===== src/rtl/dsi_seq_pkg.sv =====
package dsi_seq_pkg;

   localparam int NPH = 4;

   typedef enum logic [1:0] {
      PH_VSYNC = 2'd0,
      PH_VBP   = 2'd1,
      PH_ACT   = 2'd2,
      PH_VFP   = 2'd3
   } vphase_e;

   typedef enum logic [1:0] {
      LN_IDLE  = 2'd0,
      LN_REQ   = 2'd1,
      LN_SEND  = 2'd2,
      LN_DRAIN = 2'd3
   } lane_st_e;

   localparam logic [5:0] DT_VSYNC_START = 6'h01;
   localparam logic [5:0] DT_VSYNC_END   = 6'h11;
   localparam logic [5:0] DT_LINE_START  = 6'h21;
   localparam logic [5:0] DT_PIXELS      = 6'h3E;

   typedef struct packed {
      logic       use_hs;
      logic [5:0] first_dt;
      logic       with_pix;
   } line_plan_t;

   function automatic vphase_e next_phase(vphase_e ph);
      case (ph)
         PH_VSYNC: return PH_VBP;
         PH_VBP:   return PH_ACT;
         PH_ACT:   return PH_VFP;
         default:  return PH_VSYNC;
      endcase
   endfunction

   function automatic line_plan_t plan_line(vphase_e ph, logic first, logic strict);
      line_plan_t p;
      p.use_hs   = 1'b1;
      p.first_dt = DT_LINE_START;
      p.with_pix = 1'b0;
      if (ph == PH_ACT) begin
         p.with_pix = 1'b1;
      end else if (strict) begin
         p.use_hs = 1'b0;
      end else if (first && ph == PH_VSYNC) begin
         p.first_dt = DT_VSYNC_START;
      end else if (first && ph == PH_VBP) begin
         p.first_dt = DT_VSYNC_END;
      end
      return p;
   endfunction

endpackage


===== src/rtl/dsi_line_pacer.sv =====
module dsi_line_pacer #(
   parameter int LINE_CLKS = 64
) (
   input  logic clk,
   input  logic rst_n,
   input  logic run_i,
   output logic line_start_o,
   output logic line_end_o
);

   localparam int CW = (LINE_CLKS > 2) ? $clog2(LINE_CLKS) : 1;
   localparam logic [CW-1:0] LAST = CW'(LINE_CLKS - 1);

   generate
      if (LINE_CLKS < 8) begin : g_bad_len
         $error("dsi_line_pacer: LINE_CLKS must be at least 8");
      end
   endgenerate

   logic [CW-1:0] cnt_q;

   always_ff @(posedge clk or negedge rst_n) begin
      if (!rst_n) begin
         cnt_q <= '0;
      end else if (!run_i || cnt_q == LAST) begin
         cnt_q <= '0;
      end else begin
         cnt_q <= cnt_q + 1'b1;
      end
   end

   assign line_start_o = run_i && (cnt_q == '0);
   assign line_end_o   = run_i && (cnt_q == LAST);

endmodule


===== src/rtl/dsi_frame_tracker.sv =====
module dsi_frame_tracker
   import dsi_seq_pkg::*;
#(
   parameter int CNT_W = 12
) (
   input  logic                        clk,
   input  logic                        rst_n,
   input  logic                        enable_i,
   input  logic                        line_end_i,
   input  logic                        strict_i,
   input  logic [NPH-1:0][CNT_W-1:0]   len_i,
   output logic                        run_o,
   output vphase_e                     phase_o,
   output logic                        first_o,
   output logic                        strict_o
);

   logic [CNT_W-1:0] shadow_q [NPH];
   logic             run_q;
   vphase_e          phase_q;
   logic [CNT_W-1:0] idx_q;
   logic             strict_q;

   logic [CNT_W-1:0] cur_len;
   logic             last_line;
   logic             go;
   logic             wrap;
   logic             load;

   always_comb begin
      cur_len   = shadow_q[phase_q];
      last_line = ({1'b0, idx_q} + 1'b1) >= {1'b0, cur_len};
      go        = !run_q && enable_i;
      wrap      = run_q && line_end_i && enable_i && last_line && (phase_q == PH_VFP);
      load      = go || wrap;
   end

   genvar g;
   generate
      for (g = 0; g < NPH; g++) begin : g_shadow
         always_ff @(posedge clk or negedge rst_n) begin
            if (!rst_n) begin
               shadow_q[g] <= '0;
            end else if (load) begin
               shadow_q[g] <= len_i[g];
            end
         end
      end
   endgenerate

   always_ff @(posedge clk or negedge rst_n) begin
      if (!rst_n) begin
         run_q    <= 1'b0;
         phase_q  <= PH_VSYNC;
         idx_q    <= '0;
         strict_q <= 1'b0;
      end else if (go) begin
         run_q    <= 1'b1;
         phase_q  <= PH_VSYNC;
         idx_q    <= '0;
         strict_q <= strict_i;
      end else if (run_q && line_end_i) begin
         if (!enable_i) begin
            run_q   <= 1'b0;
            phase_q <= PH_VSYNC;
            idx_q   <= '0;
         end else if (last_line) begin
            idx_q   <= '0;
            phase_q <= next_phase(phase_q);
            if (phase_q == PH_VFP) begin
               strict_q <= strict_i;
            end
         end else begin
            idx_q <= idx_q + 1'b1;
         end
      end
   end

   assign run_o    = run_q;
   assign phase_o  = phase_q;
   assign first_o  = (idx_q == '0);
   assign strict_o = strict_q;

endmodule


===== src/rtl/dsi_lane_ctrl.sv =====
module dsi_lane_ctrl
   import dsi_seq_pkg::*;
(
   input  logic       clk,
   input  logic       rst_n,
   input  logic       line_start_i,
   input  line_plan_t plan_i,
   input  logic       phy_ready_i,
   input  logic       pkt_ready_i,
   input  logic       tx_done_i,
   output logic       hs_req_o,
   output logic       pkt_valid_o,
   output logic [5:0] pkt_type_o,
   output lane_st_e   state_o
);

   lane_st_e   st_q;
   logic [5:0] dt_q;
   logic       pix_pend_q;

   always_ff @(posedge clk or negedge rst_n) begin
      if (!rst_n) begin
         st_q       <= LN_IDLE;
         dt_q       <= '0;
         pix_pend_q <= 1'b0;
      end else begin
         case (st_q)
            LN_IDLE: begin
               if (line_start_i && plan_i.use_hs) begin
                  st_q       <= LN_REQ;
                  dt_q       <= plan_i.first_dt;
                  pix_pend_q <= plan_i.with_pix;
               end
            end
            LN_REQ: begin
               if (phy_ready_i) begin
                  st_q <= LN_SEND;
               end
            end
            LN_SEND: begin
               if (pkt_ready_i) begin
                  if (pix_pend_q) begin
                     dt_q       <= DT_PIXELS;
                     pix_pend_q <= 1'b0;
                  end else begin
                     st_q <= LN_DRAIN;
                  end
               end
            end
            default: begin
               if (tx_done_i) begin
                  st_q <= LN_IDLE;
               end
            end
         endcase
      end
   end

   assign hs_req_o    = (st_q != LN_IDLE);
   assign pkt_valid_o = (st_q == LN_SEND);
   assign pkt_type_o  = dt_q;
   assign state_o     = st_q;

endmodule


===== src/rtl/dsi_vmode_lane_seq.sv =====
module dsi_vmode_lane_seq
   import dsi_seq_pkg::*;
#(
   parameter int LINE_CLKS = 64,
   parameter int CNT_W     = 12
) (
   input  logic             clk,
   input  logic             rst_n,
   input  logic             enable,
   input  logic             strict_lp,
   input  logic [CNT_W-1:0] vsync_lines,
   input  logic [CNT_W-1:0] vbp_lines,
   input  logic [CNT_W-1:0] vact_lines,
   input  logic [CNT_W-1:0] vfp_lines,
   input  logic             phy_ready,
   input  logic             pkt_ready,
   input  logic             tx_done,
   output logic             hs_req,
   output logic             pkt_valid,
   output logic [5:0]       pkt_type
);

   generate
      if (CNT_W < 2 || CNT_W > 16) begin : g_bad_cnt
         $error("dsi_vmode_lane_seq: CNT_W must lie in 2..16");
      end
   endgenerate

   logic [NPH-1:0][CNT_W-1:0] lens;
   logic                      run_w;
   vphase_e                   phase_w;
   logic                      first_w;
   logic                      strict_w;
   logic                      line_start;
   logic                      line_end;
   line_plan_t                plan;
   lane_st_e                  lane_st_w;

   assign lens = {vfp_lines, vact_lines, vbp_lines, vsync_lines};

   dsi_line_pacer #(.LINE_CLKS(LINE_CLKS)) u_pacer (
      .clk          (clk),
      .rst_n        (rst_n),
      .run_i        (run_w),
      .line_start_o (line_start),
      .line_end_o   (line_end)
   );

   dsi_frame_tracker #(.CNT_W(CNT_W)) u_frame (
      .clk        (clk),
      .rst_n      (rst_n),
      .enable_i   (enable),
      .line_end_i (line_end),
      .strict_i   (strict_lp),
      .len_i      (lens),
      .run_o      (run_w),
      .phase_o    (phase_w),
      .first_o    (first_w),
      .strict_o   (strict_w)
   );

   always_comb begin
      plan = plan_line(phase_w, first_w, strict_w);
   end

   dsi_lane_ctrl u_lane (
      .clk          (clk),
      .rst_n        (rst_n),
      .line_start_i (line_start),
      .plan_i       (plan),
      .phy_ready_i  (phy_ready),
      .pkt_ready_i  (pkt_ready),
      .tx_done_i    (tx_done),
      .hs_req_o     (hs_req),
      .pkt_valid_o  (pkt_valid),
      .pkt_type_o   (pkt_type),
      .state_o      (lane_st_w)
   );

endmodule


===== config.mk =====
export PLATFORM = sky130hd
export DESIGN_NAME = dsi_vmode_lane_seq
export DESIGN_NICKNAME = d
export VERILOG_FILES = /design/src/rtl/dsi_seq_pkg.sv /design/src/rtl/dsi_line_pacer.sv /design/src/rtl/dsi_frame_tracker.sv /design/src/rtl/dsi_lane_ctrl.sv /design/src/rtl/dsi_vmode_lane_seq.sv
export SDC_FILE = /design/constraint.sdc
export NUM_CORES = 1
export LEC_CHECK = 0
export ABC_AREA = 1
export CELL_PAD_IN_SITES_DETAIL_PLACEMENT = 0
export CELL_PAD_IN_SITES_GLOBAL_PLACEMENT = 2
export CORE_MARGIN = 4
export CORE_UTILIZATION = 25
export CTS_BUF_LIST = sky130_fd_sc_hd__clkbuf_8
export CTS_CLUSTER_SIZE = 30
export DETAILED_ROUTE_END_ITERATION = 10
export HOLD_SLACK_MARGIN = 0.03
export PLACE_DENSITY_LB_ADDON = 0.1
export SLEW_MARGIN = 20
export SYNTH_ARGS = -nofsm -noshare
export SYNTH_HDL_FRONTEND = slang
export SYNTH_SLANG_ARGS = --single-unit
export TNS_END_PERCENT = 20

===== constraint.sdc =====
create_clock -name clk -period 2.93 [get_ports clk]
set_input_delay 0.879 -clock clk [delete_from_list [all_inputs] [get_ports clk]]
set_output_delay 0.879 -clock clk [all_outputs]
set_load 0.005 [all_outputs]

==> flow_metrics.env <==
export IMPL_r2r_start="u_frame.idx_q[0]$_DFFE_PN0P_"
export IMPL_grt_pass1_vias=3913
export IMPL_worstPathRequired_ns=3.20
export IMPL_area_growth_pct=27.9
export IMPL_crit_arrival_ns=2.91
export IMPL_numCtsBuffers=9
export IMPL_p_int_mw=2.44
export IMPL_crit_top_cell="nand3_1"
export IMPL_status="completed"
export IMPL_slew_headroom_pct=60.2
export IMPL_finClkSkew_ns=0.00855
export IMPL_cts_htree_levels=3
export IMPL_pwr_share_seq_pct=29.7
export IMPL_cp_slowest_cell="dfrtp_1"
export IMPL_power_leakage_nw=2.76
export IMPL_setup_viol=0
export IMPL_cpPeakStageDelay_ns=0.40
export IMPL_grt_max_degree=42
export IMPL_drc=0
export IMPL_hp_start="u_lane.pkt_type_o[0]$_DFFE_PN0P_"
export IMPL_yosys_warnings=0
export IMPL_synth_edf_count=0
export IMPL_ant_nets=0
export IMPL_synth_top_cell_area_share_pct=44.8
export IMPL_grt_pass1_wl_um=20300
export IMPL_ys_types=25
export IMPL_first_pass_iters=4
export IMPL_max_freq_mhz=378
export IMPL_ios=63
export IMPL_wire_per_inst_um=14.3
export IMPL_vias=3760
export IMPL_globalRouteOverflowTotal=0
export IMPL_fin_setup_tns_ns=0
export IMPL_routabilityCongestion=0.738
export IMPL_hp_class="register to register"
export IMPL_holdBufCountCts=0
export IMPL_crit_path_start_kind="register"
export IMPL_final_util_pct=33.0
export IMPL_track_usage_pct=13.0
export IMPL_power_frac_clock_pct=21.5
export IMPL_synthArstFlopShare_pct=100
export IMPL_final_period_utilization_pct=90.4
export IMPL_tritoncts="done"
export IMPL_clkLatencyLatePin_ns=0.37
export IMPL_place_area_um2=5210
export IMPL_finalMaxSlewViolations=0
export IMPL_power_per_cell_area_nw_per_um2=766
export IMPL_final_seq_area_um2=1930
export IMPL_cts_root_buffer_cell="clkbuf_8"
export IMPL_p_comb_share_pct=48.8
export IMPL_synth_most_common_cell="nand2_1"
export IMPL_worst_slew_pin_slew_ns=0.597
export IMPL_design_area_um2=5510
export IMPL_min_path_cells=2
export IMPL_p_sw_mw=1.78
export IMPL_synth_top_area_cell="dfrtp_1"
export IMPL_wl_um=12100
export IMPL_path_class="register to register"
export IMPL_antenna_found_initial=0
export IMPL_cts_buffer_depth=2
export IMPL_yosysSeqAreaShare_pct=44.8
export IMPL_drt_iter0_markers=121
export IMPL_rsz0062_at_grt="false"
export IMPL_r2r_end="u_frame.shadow_q[8]$_DFFE_PN0P_"
export IMPL_crit_buf_inv=3
export IMPL_min_period_ns=2.65
export IMPL_rows=47
export IMPL_clock_sinks=77
export IMPL_synth_fp_nets=638
export IMPL_dieArea_um2=19400
export IMPL_path_cells="buf_4 -> nand3_1 -> nor2_2 -> nand4_1 -> xor2_2 -> inv_1 -> ha_1 -> nand3_1 -> nor3_2 -> nand3_1 -> nand4_4 -> nand2_4 -> clkbuf_16 -> nand2_1 -> nand2_1"
export IMPL_ir_worst_vdd_mv=0.622
export IMPL_port_buffers=62
export IMPL_critPathMaxFanout=17
export IMPL_swShare_pct=42.1
export IMPL_yosys_top_cells_area="dfrtp_1 (45%), nand2_1 (17%), nand3_1 (7.4%), ha_1 (6.7%), inv_1 (4.8%)"
export IMPL_clk_pin_slew_ns=0.09
export IMPL_dpl_hpwl_um=8810
export IMPL_ff2ff_path_depth=15
export IMPL_die_y_um=139
export IMPL_critPathCaptureType="register"
export IMPL_via_per_inst=4.43
export IMPL_dp_slack_ns=0.218
export IMPL_syn_area_per_cell_um2=7.69
export IMPL_worst_slack_ns=0.283
export IMPL_r2r_setup_slack_ns=0.28
export IMPL_hold_viol=0
export IMPL_multi_input_area_um2=2050
export IMPL_syn_inst=560
export IMPL_nets=701
export IMPL_die_width_um=139
export IMPL_synthTopCellsByCount="nand2_1 (198), dfrtp_1 (77), nand3_1 (64), inv_1 (55), nor2_1 (29)"
export IMPL_synth_seq_cells=77
export IMPL_power_mw=4.22
export IMPL_diodes=0
export IMPL_drv_cap=0
export IMPL_core_area_um2=16700
export IMPL_drive_gt1_share_pct=7.32
export IMPL_min_to="u_lane.pkt_type_o[0]$_DFFE_PN0P_"
export IMPL_synth_area_um2=4300
export IMPL_ys_flop_type="dfrtp_1"
export IMPL_start_util_pct=25.8
export IMPL_worst_path_dominant_cell_family="simple AND/OR/NAND/NOR gates"
export IMPL_n_fill_cell=1859
==> power by group through the flow <==
stage	Clock [mW]	Combinational, mW	Sequential, mW
floorplan	0	1.31	1.25
global placement	0	2.00	1.27
detailed placement	0	2.01	1.28
CTS	0.949	2.02	1.26
global route	0.985	2.34	1.27
finish	0.908	2.06	1.25
==> flip-flops by register name (all words and copies together) (netlist names) <==
register           flops
u_frame.idx_q         12
u_frame.phase_o        2
u_frame.run_o          1
u_frame.shadow_q      48
u_frame.strict_o       1
u_lane.pix_pend_q      1
u_lane.pkt_type_o      4
u_lane.state_o         2
u_pacer.cnt_q          6
==> kinds of logic after synthesis <==
kind of cell | share of synthesized area [%]
AND/OR/NAND/NOR | 30.5
buffers and inverters | 8.40
XOR/XNOR | 1.63
flip-flops | 44.8
adder cells (fa/ha/maj) | 6.69
AO/OA/AOI/OAI | 8.05
==> worst min-delay path: stages (launching register included) <==
cell and delay [ns]:
dfrtp_1 0.35, nand2_1 0.05, nand2_1 0.04
==> through the flow <==
stage          cells  hold slack (ns)
4_1_cts          844            0.480
5_1_grt          848            0.503
3_3_place_gp     828            0.455
6_report         848            0.474
2_1_floorplan    560            0.437
3_5_place_dp     828            0.460
==> area by class of cell <==
class / instances / area share (%)
Clock inverter: 7 / 1.64
Inverter: 57 / 3.89
Timing Repair Buffer: 79 / 15.1
Multi-Input combinational cell: 399 / 37.2
Sequential cell: 77 / 35.0
Clock buffer: 9 / 2.25
Tap cell: 220 / 5.00
==> metal layers <==
layer / track usage [%] / share of wire (%) / vias to the layer above
met3: 2.40 / 2.9 / 12
met5: 0 / 0 / -
met1: 18.0 / 50 / 1757
li1: - / - / 1938
met2: 20.6 / 46 / 53
met4: 4.63 / 1.6 / 0
==> layout by cell type, fill, tap and decap left out, types with 2 or more instances in the layout <==
| cell type | Yosys | routed |
|---|---|---|
| inv_2 | 2 | 2 |
| o22ai_1 | 11 | 11 |
| dfrtp_1 | 77 | 77 |
| nor2_2 | 2 | 3 |
| xor2_1 | 8 | 7 |
| clkdlybuf4s50_1 | 0 | 61 |
| nor2_1 | 29 | 28 |
| nand2_1 | 198 | 197 |
| o21ai_0 | 12 | 11 |
| nand4_1 | 7 | 7 |
| buf_12 | 0 | 5 |
| ha_1 | 23 | 23 |
| a32o_1 | 11 | 11 |
| bufinv_16 | 0 | 2 |
| buf_4 | 4 | 11 |
| clkbuf_8 | 0 | 9 |
| a21oi_1 | 20 | 20 |
| inv_1 | 55 | 56 |
| nor3_1 | 8 | 7 |
| nand3_1 | 64 | 64 |
| clkinv_2 | 0 | 2 |
| or2_2 | 2 | 2 |
==> how the worst max path moves through the flow <==
stage	start	endpoint	cells after the start
after floorplan	u_frame.phase_o[0]$_DFFE_PN0P_	u_frame.shadow_q[10]$_DFFE_PN0P_	16
after global placement	u_frame.idx_q[2]$_DFFE_PN0P_	u_frame.shadow_q[17]$_DFFE_PN0P_	14
after detailed placement	u_frame.idx_q[0]$_DFFE_PN0P_	u_frame.shadow_q[34]$_DFFE_PN0P_	18
after CTS	u_frame.idx_q[0]$_DFFE_PN0P_	u_frame.shadow_q[34]$_DFFE_PN0P_	18
after global routing	u_frame.idx_q[1]$_DFFE_PN0P_	u_frame.shadow_q[4]$_DFFE_PN0P_	15
final	u_frame.idx_q[0]$_DFFE_PN0P_	u_frame.shadow_q[8]$_DFFE_PN0P_	15
==> timing repair <==
item | CTS | global route
resized for setup | 0 | 8
setup endpoints to repair | 0 | 55
buffers inserted | 0 | 3
Note: power is estimated with default switching activity, not from simulation.
